==> src/rtl/nvw_pkg.sv <==
package nvw_pkg;
  localparam logic [7:0] CR_DEV_ID  = 8'hDE;
  localparam logic [7:0] SR_SET_WEL = 8'h02;
  localparam logic [7:0] SR_SET_ALL = 8'h06;
  localparam int unsigned CR_MAX_LEN = 8;

  typedef enum logic [2:0] {
    BP_NONE  = 3'b000,
    BP_QUART = 3'b001,
    BP_HALF  = 3'b010,
    BP_ALL   = 3'b011,
    BP_PG1   = 3'b100,
    BP_PG2   = 3'b101,
    BP_PG4   = 3'b110,
    BP_PG8   = 3'b111
  } bp_code_e;
endpackage

==> src/rtl/nvw_timer.sv <==
module nvw_timer #(
  parameter int unsigned CYCLES = 1000000
) (
  input  logic clk_i,
  input  logic rst_ni,
  input  logic start_i,
  output logic busy_o,
  output logic done_o
);
  localparam int unsigned CW = $clog2(CYCLES + 1);
  localparam logic [CW-1:0] LOAD = CW'(CYCLES - 1);

  logic [CW-1:0] cnt_q;
  logic          busy_q;

  assign done_o = busy_q && (cnt_q == '0);
  assign busy_o = busy_q;

  always_ff @(posedge clk_i or negedge rst_ni) begin
    if (!rst_ni) begin
      cnt_q  <= '0;
      busy_q <= 1'b0;
    end else if (start_i && !busy_q) begin
      cnt_q  <= LOAD;
      busy_q <= 1'b1;
    end else if (done_o) begin
      busy_q <= 1'b0;
    end else if (busy_q) begin
      cnt_q <= cnt_q - 1'b1;
    end
  end

  assert_done_ends_busy_R6: assert property (@(posedge clk_i) disable iff (!rst_ni)
    done_o |=> !busy_o);
endmodule

==> src/rtl/nvw_latch.sv <==
module nvw_latch
  import nvw_pkg::*;
(
  input  logic       clk_i,
  input  logic       rst_ni,
  input  logic       sr_wr_i,
  input  logic [7:0] sr_data_i,
  input  logic       busy_i,
  input  logic       done_i,
  output logic       wel_o,
  output logic       rwel_o
);
  logic wel_q, rwel_q;

  always_ff @(posedge clk_i or negedge rst_ni) begin
    if (!rst_ni) begin
      wel_q  <= 1'b0;
      rwel_q <= 1'b0;
    end else if (done_i) begin
      rwel_q <= 1'b0;
    end else if (sr_wr_i && !busy_i) begin
      unique case (sr_data_i)
        SR_SET_WEL: wel_q <= 1'b1;
        SR_SET_ALL: begin
          wel_q  <= 1'b1;
          rwel_q <= 1'b1;
        end
        default: begin
          wel_q  <= 1'b0;
          rwel_q <= 1'b0;
        end
      endcase
    end
  end

  assign wel_o  = wel_q;
  assign rwel_o = rwel_q;

  assert_busy_holds_wel_R7: assert property (@(posedge clk_i) disable iff (!rst_ni)
    (busy_i && !done_i) |=> (wel_o == $past(wel_o)) && (rwel_o == $past(rwel_o)));
  assert_bad_byte_clears_R4: assert property (@(posedge clk_i) disable iff (!rst_ni)
    (sr_wr_i && !busy_i && sr_data_i != SR_SET_WEL && sr_data_i != SR_SET_ALL)
      |=> !wel_o && !rwel_o);
endmodule

==> src/rtl/nvw_protect.sv <==
module nvw_protect
  import nvw_pkg::*;
#(
  parameter int unsigned AW      = 11,
  parameter int unsigned PAGE_AW = 6
) (
  input  logic [2:0]    bp_i,
  input  logic [AW-1:0] addr_i,
  output logic          hit_o
);
  always_comb begin
    unique case (bp_code_e'(bp_i))
      BP_NONE:  hit_o = 1'b0;
      BP_QUART: hit_o = &addr_i[AW-1 -: 2];
      BP_HALF:  hit_o = addr_i[AW-1];
      BP_ALL:   hit_o = 1'b1;
      default:  hit_o = (addr_i >> (PAGE_AW + 32'(bp_i[1:0]))) == '0;
    endcase
  end

  always_comb begin
    if (bp_i == 3'b000) assert_none_open_R8: assert (!hit_o);
  end
endmodule

==> src/rtl/nvw_gate.sv <==
module nvw_gate
  import nvw_pkg::*;
#(
  parameter int unsigned BUSY_CYCLES = 1000000,
  parameter int unsigned CR_REGS     = 8,
  parameter int unsigned CR_AW       = 8,
  parameter int unsigned AR_AW       = 11,
  parameter int unsigned PAGE_AW     = 6
) (
  input  logic             clk_i,
  input  logic             rst_ni,
  input  logic             sr_wr_i,
  input  logic [7:0]       sr_data_i,
  input  logic             cr_wr_i,
  input  logic [7:0]       cr_dev_i,
  input  logic [CR_AW-1:0] cr_addr_i,
  input  logic [3:0]       cr_len_i,
  input  logic             ar_wr_i,
  input  logic [AR_AW-1:0] ar_addr_i,
  input  logic [2:0]       bp_i,
  output logic             wel_o,
  output logic             rwel_o,
  output logic             busy_o,
  output logic             cr_accept_o,
  output logic             ar_accept_o
);
  logic busy, done, hit, cr_ok, ar_ok;
  logic cr_acc_q, ar_acc_q;

  nvw_timer #(.CYCLES(BUSY_CYCLES)) u_timer (
    .clk_i, .rst_ni, .start_i(cr_ok), .busy_o(busy), .done_o(done)
  );

  nvw_latch u_latch (
    .clk_i, .rst_ni, .sr_wr_i, .sr_data_i,
    .busy_i(busy), .done_i(done), .wel_o, .rwel_o
  );

  nvw_protect #(.AW(AR_AW), .PAGE_AW(PAGE_AW)) u_prot (
    .bp_i, .addr_i(ar_addr_i), .hit_o(hit)
  );

  assign cr_ok = cr_wr_i && !busy && wel_o && rwel_o
              && (cr_dev_i == CR_DEV_ID)
              && (32'(cr_addr_i) < CR_REGS)
              && (cr_len_i != '0) && (32'(cr_len_i) <= CR_MAX_LEN);
  assign ar_ok = ar_wr_i && !busy && !hit;

  always_ff @(posedge clk_i or negedge rst_ni) begin
    if (!rst_ni) begin
      cr_acc_q <= 1'b0;
      ar_acc_q <= 1'b0;
    end else begin
      cr_acc_q <= cr_ok;
      ar_acc_q <= ar_ok;
    end
  end

  assign busy_o      = busy;
  assign cr_accept_o = cr_acc_q;
  assign ar_accept_o = ar_acc_q;

  assert_cr_needs_unlock_R5: assert property (@(posedge clk_i) disable iff (!rst_ni)
    cr_accept_o |-> $past(wel_o) && $past(rwel_o));
  assert_cr_starts_busy_R6: assert property (@(posedge clk_i) disable iff (!rst_ni)
    cr_accept_o |-> busy_o && !$past(busy_o));
  assert_busy_end_relocks_R6: assert property (@(posedge clk_i) disable iff (!rst_ni)
    $fell(busy_o) |-> !rwel_o);
  assert_busy_blocks_array_R7: assert property (@(posedge clk_i) disable iff (!rst_ni)
    ar_accept_o |-> !$past(busy_o));
  assert_full_lock_R8: assert property (@(posedge clk_i) disable iff (!rst_ni)
    ar_accept_o |-> $past(bp_i) != 3'b011);
endmodule

==> config.mk <==
export PLATFORM = sky130hd
export DESIGN_NAME = nvw_gate
export DESIGN_NICKNAME = d
export VERILOG_FILES = /design/src/rtl/nvw_pkg.sv /design/src/rtl/nvw_timer.sv /design/src/rtl/nvw_latch.sv /design/src/rtl/nvw_protect.sv /design/src/rtl/nvw_gate.sv
export SDC_FILE = /design/constraint.sdc
export NUM_CORES = 1
export LEC_CHECK = 0
export CAP_MARGIN = 0
export CORE_ASPECT_RATIO = 0.9
export CORE_MARGIN = 3
export CORE_UTILIZATION = 32
export CTS_BUF_LIST = sky130_fd_sc_hd__clkbuf_16
export CTS_CLUSTER_DIAMETER = 60
export DETAILED_ROUTE_END_ITERATION = 6
export HOLD_SLACK_MARGIN = 0.15
export SLEW_MARGIN = 20
export SYNTH_ARGS = -nofsm -noshare
export SYNTH_HDL_FRONTEND = slang
export SYNTH_SLANG_ARGS = --single-unit
==> constraint.sdc <==
create_clock -name clk_i -period 2.9 [get_ports clk_i]
set_clock_uncertainty 0.15 [all_clocks]
set_input_delay 0.725 -clock clk_i [delete_from_list [all_inputs] [get_ports clk_i]]
set_output_delay 0.725 -clock clk_i [all_outputs]
set_load 0.005 [all_outputs]
* Word-level counts from Yosys, hierarchy flattened
Cells that the tools add are included.
** Storage, ports and cells
- Bits of input ports :: 47
- Register bits after elaboration :: 25
** Operators by class
- Bitwise operators :: 1
- Reductions and logical operators :: 26
- Shift-type cells :: 1
- $add $sub $neg :: 2
- Multiplexer cells :: 10
- Equal/unequal tests :: 8
- $lt $le $gt $ge :: 2
** Operators by type and width (count)
- $mux 20 :: 3
- $shr 11x32->11 :: 1
- $logic_not 20->1 :: 1
- $sub 20x1->20 const B :: 1
- $logic_and 1x1->1 :: 12
- $logic_not 11->1 :: 1
- $eq 8x2->1 const B :: 1
- $eq 8x3->1 const B :: 1
- $eq 8x8->1 const B :: 1
- $lt 8x4->1 const B :: 1
- $reduce_and 2->1 :: 4
- $eq 3x2->1 const B :: 2
- $reduce_bool 2->1 :: 3
- $mux 1 :: 5
- $add 3x2->4 const A :: 1
- $le 4x4->1 const B :: 1
- $pmux 1 s4 :: 1
- $reduce_bool 4->1 :: 1
- $eq 3x1->1 const B :: 1
- $logic_not 3->1 :: 1
- $logic_not 1->1 :: 2
- $ne 2x1->1 const B :: 1
- $ne 2x2->1 const B :: 1
- $pmux 1 s2 :: 1
- 2 further kinds :: 2

* Depth between registers and ports, before layout
- Word-level depth :: 11
- Gate-level depth with buffers :: 8
- Mapped depth without buffers :: 7

* By module
A second synthesis with hierarchy kept.
** Second synthesis, totals
- Cell total of the unflattened synthesis :: 162
- Area total of the unflattened synthesis :: 1545.2 µm²
** Modules (own cells, without submodules)
- nvw_timer :: cells each 130, area each 1214.9 µm², times used 1, sequential area each 525.5 µm²
- nvw_gate :: cells each 12, area each 140.1 µm², times used 1, sequential area each 50.0 µm²
- nvw_latch :: cells each 11, area each 128.9 µm², times used 1, sequential area each 50.0 µm²
- nvw_protect :: cells each 9, area each 61.3 µm², times used 1, sequential area each 0.0 µm²

* Worst setup path before layout
OpenSTA, ideal clock, no wires.
- Kind :: in2reg
- From :: input port cr_dev_i[0]
- To :: register u_timer.cnt_q[10]
- Path slack :: 0.642 ns
- Data arrival time :: 1.987 ns
- Stages on the path :: 6
- Data required time :: 2.629 ns
- Cells stage by stage :: or4bb_1 nor4_4 nand3_2 buf_6 nand3_1 nand2_1
** Between the ends
- Longest elaborated chain between the ends :: 8
- Elaborated cells between the ends (all ways) :: 10
- Those cells by class :: 2 x eq/ne; 1 x mux; 7 x reduce/logical
** Ends and longest elaborated chain
- from (decl) :: line nvw_gate.sv:15 : input logic [7:0] cr_dev_i,
- $eq 8x8->1 * :: line nvw_gate.sv:44 : && (cr_dev_i == CR_DEV_ID)
- $logic_and 1x1->1 * :: line nvw_gate.sv:44
- $logic_and 1x1->1 * :: line nvw_gate.sv:45 : && (32'(cr_addr_i) < CR_REGS)
- $logic_and 1x1->1 * (2 in a row) :: line nvw_gate.sv:46 : && (cr_len_i != '0) && (32'(cr_len_i) <= CR_MAX_LEN);
- $logic_and 1x1->1 * :: line nvw_timer.sv:23 : end else if (start_i && !busy_q) begin
- $ne 2x1->1 (no line) / $reduce_bool 2->1 (equally long branches)
- $reduce_and 2->1 (no line)
- to (signal assigned) :: line nvw_timer.sv:29 : cnt_q <= cnt_q - 1'b1;
- to (decl) :: line nvw_timer.sv:13 : logic [CW-1:0] cnt_q;
Every way passes the cells marked *; elsewhere a longest branch is shown, timed or not.
A chain may end at the register's enable or synchronous reset.

* Worst setup path in the final report
- From :: input port cr_dev_i[1]
- To :: register u_timer.cnt_q[13]
The elaborated chain is that of the path after synthesis.

==> flow_summary.ini <==
[outcome]
outcome = completed

[clocking]
clock-root-buffer = clkbuf_16
clk_pin_slew_ns = 0.06
cts.sink_count = 25
htreeDepth = 1
cts_resized = 0
clk_latency_ns = 0.26
cts_hold_buf = 0
cts_tree = built
cts_setup_buffers = 0
numCtsBuffers = 3
cts_max_path_buffers = 2

[placement]
gp_congestion = 0.7955
place.port_buffers = 42
hpwl_mm = 2.779
placed_cell_area_sq_um = 1983
place_inst = 247

[final_layout]
num_antenna_cells = 0
drive_gt1_frac = 0.1099
area_delta_synth_final_pct = 39.90
final_area_sq_um = 2062
instances_no_fill = 251
nets = 241
utilization = 0.4833

[synth]
syn_area_sq_um = 1474
synth-edff-count = 0
synth_cells = 143
yosys_warnings = 0
synthFlopType = dfrtp_1
avgSynthCellArea_sq_um = 10.31
yosysSeqAreaShare = 0.4244
async_reset_ff_frac = 1.000
yosysUniqueCellTypes = 45
ys_seq_elements = 25
synth_nets = 192

[sta]
tns_ns = 0
grt_setup_unrepaired = no
setup-violations-final = 0
min_period_ns = 2.587
min_period_over_period = 0.8921
worst_pin_slew_ns = 0.3937
fmax_mhz = 386.5
maxSlewHeadroom = 0.7338
drv_slew = 0
hold_viol = 0

[route]
drt-met1-wl_mm = 1.587
routed-wl-met3_um = 77
routed.top_layer = met4
routed_wirelength_mm = 3.571
route.met2.wl_mm = 1.876
drc = 0
drtIter0Drc = 95
wl_per_cell_um = 14.23
vias = 1260
drtPass1Iterations = 4
ant_nets = 0
vias_per_cell = 5.020

[flow_run]
drv_cap = 0

[worst_setup_path]
path_depth = 7
setup.worst_path.start_class = primary input
rr_worst_depth = 5
cp_max_fo = 4
crit_family = simple AND/OR/NAND/NOR gates
path_cells = clkdlybuf4s50_1 > or4bb_1 > nor4_4 > buf_4 > nand3_1 > nand2_1 > mux2i_1
crit_type = primary input to flip-flop
critical_path.max_stage_delay_ns = 0.53
worstPathArrival_ns = 2.58
slowest_stage = or4bb_1
cp-end-kind = flip-flop
cp.required_ns = 2.89
path_buf_inv = 2

[pwr]
combPwrFrac = 0.096
intPower_w = 0.0005833
leakagePower_nw = 0.7190
netSwitchingFraction = 0.1965
powerDensity_nw_per_um2 = 352.1
design_power_total_w = 0.0007260
p_sw_w = 0.0001427
p_clk_frac = 0.423
peakVddDrop_uv = 258.8
seqPwrFrac = 0.480

[floorplanning]
die_w_um = 77.54
die_y_um = 70.39
fp-row-count = 22
die_area_sq_um = 5458
initial_core_util = 0.3455
core_area_sq_um = 4267
ioPinCount = 52

[global_route]
overflow = 0
grt_first_pass_wirelength_mm = 5.975
antenna_found_initial = 0
grt_max_degree = 26
track_usage = 0.1340
first_global_vias = 1261

[hold_path]
hp-class = flip-flop to flip-flop
whs_path_depth = 1
## registers in the layout, summed over array words and instances (netlist names)
signal,cells
u_timer.busy_o,1
u_latch.wel_o,1
u_latch.rwel_o,1
u_timer.cnt_q,20
ar_accept_o,1
cr_accept_o,1
## synth_stat cells, types with 2 or more instances
| cell type | instances | area, sq um |
|---|---|---|
| o31ai_1 | 2 | 15.01 |
| o21ai_0 | 4 | 20.02 |
| nor2b_1 | 4 | 25.02 |
| xor2_1 | 8 | 70.07 |
| inv_1 | 5 | 18.77 |
| nand2_1 | 17 | 63.81 |
| mux2i_1 | 2 | 20.02 |
| xnor2_1 | 3 | 26.28 |
| nor3_4 | 2 | 32.53 |
| nor4_4 | 2 | 42.54 |
| or3_1 | 2 | 12.51 |
| nand3_2 | 2 | 20.02 |
| o211ai_1 | 7 | 52.55 |
| dfrtp_1 | 25 | 625.6 |
| nand4_1 | 6 | 37.54 |
| nor2_1 | 7 | 26.28 |
| or4_1 | 3 | 22.52 |
| nand4bb_1 | 2 | 22.52 |
| nand3_1 | 5 | 25.02 |
| and2_1 | 2 | 12.51 |
| nor3_1 | 3 | 15.01 |
| a21oi_1 | 3 | 15.01 |
| nor4_1 | 4 | 25.02 |
| ha_1 | 2 | 25.02 |
## placed cells by master (no fill, tap or decap), types with 3 or more instances in the layout
| cell | count |
|---|---|
| clkdlybuf4s50_1 | 42 |
| dfrtp_1 | 25 |
| nand2_1 | 17 |
| xor2_1 | 8 |
| nor2_1 | 7 |
| o211ai_1 | 7 |
| inv_1 | 6 |
| nand4_1 | 6 |
| nand3_1 | 5 |
| buf_4 | 5 |
| o21ai_0 | 4 |
| nor2b_1 | 4 |
| nor4_1 | 4 |
| nor3_1 | 3 |
| xnor2_1 | 3 |
| a21oi_1 | 3 |
| or4_1 | 3 |
| clkbuf_16 | 3 |
## power by group through the flow
stage | logic (W) | registers (W) | clock network (W)
after CTS | 0.0000712 | 0.000349 | 0.000313
after global routing | 0.0000760 | 0.000348 | 0.000327
final | 0.0000698 | 0.000349 | 0.000307
after detailed placement | 0.0000709 | 0.000355 | 0
after floorplan | 0.0000103 | 0.000355 | 0
after global placement | 0.0000687 | 0.000355 | 0
## per-stage QoR
step	worst slack [ns]	hold WS (ns)
finish	0.3130	0.3635
global route	0.1828	0.3818
CTS	0.3120	0.3713
detailed placement	0.03933	0.3603
global placement	0.06311	0.3435
floorplan	0.6420	0.2794
## final timing paths
kind | from | to | slack, ns
max | cr_dev_i[1] | u_timer.cnt_q[13]$_DFFE_PN0P_ | 0.31
min | u_timer.cnt_q[4]$_DFFE_PN0P_ | u_timer.cnt_q[4]$_DFFE_PN0P_ | 0.36
max reg2reg | u_timer.cnt_q[2]$_DFFE_PN0P_ | u_timer.cnt_q[14]$_DFFE_PN0P_ | 0.66
min reg2reg | u_timer.cnt_q[4]$_DFFE_PN0P_ | u_timer.cnt_q[4]$_DFFE_PN0P_ | 0.36
max in group asynchronous | rst_ni | u_timer.cnt_q[14]$_DFFE_PN0P_ | 1.68
min in group asynchronous | rst_ni | u_timer.cnt_q[9]$_DFFE_PN0P_ | 0.67
## worst register-to-register path, delay by kind of cell, from the launching register on
kind            cells  cell delay [ns]
flops               1             0.44
simple gates        3             1.13
compound gates      2             0.39
## routing by layer
metal / vias up / GRT usage
met2: 16 / 0.2320
met1: 615 / 0.1734
met3: 4 / 0.02320
met5: - / 0
li1: 625 / -
met4: 0 / 0.03162
## layout make-up
cell class | count | area [sq um]
Inverter | 5 | 18.77
Clock buffer | 3 | 75.07
Clock inverter | 1 | 3.754
Multi-Input combinational cell | 110 | 805.8
Fill cell | 387 | 2205
Timing Repair Buffer | 47 | 457.9
Tap cell | 60 | 75.07
Sequential cell | 25 | 625.6
## cells by family after synthesis
kind of cell,Yosys count,synth area share
simple gates,72,0.3277
flops,25,0.4244
compound gates,22,0.1155
xor+xnor,11,0.06537
mux,3,0.02122
buf+inv,8,0.02886
fa+ha+maj,2,0.01698
Note: power is estimated with default switching activity, not from simulation.
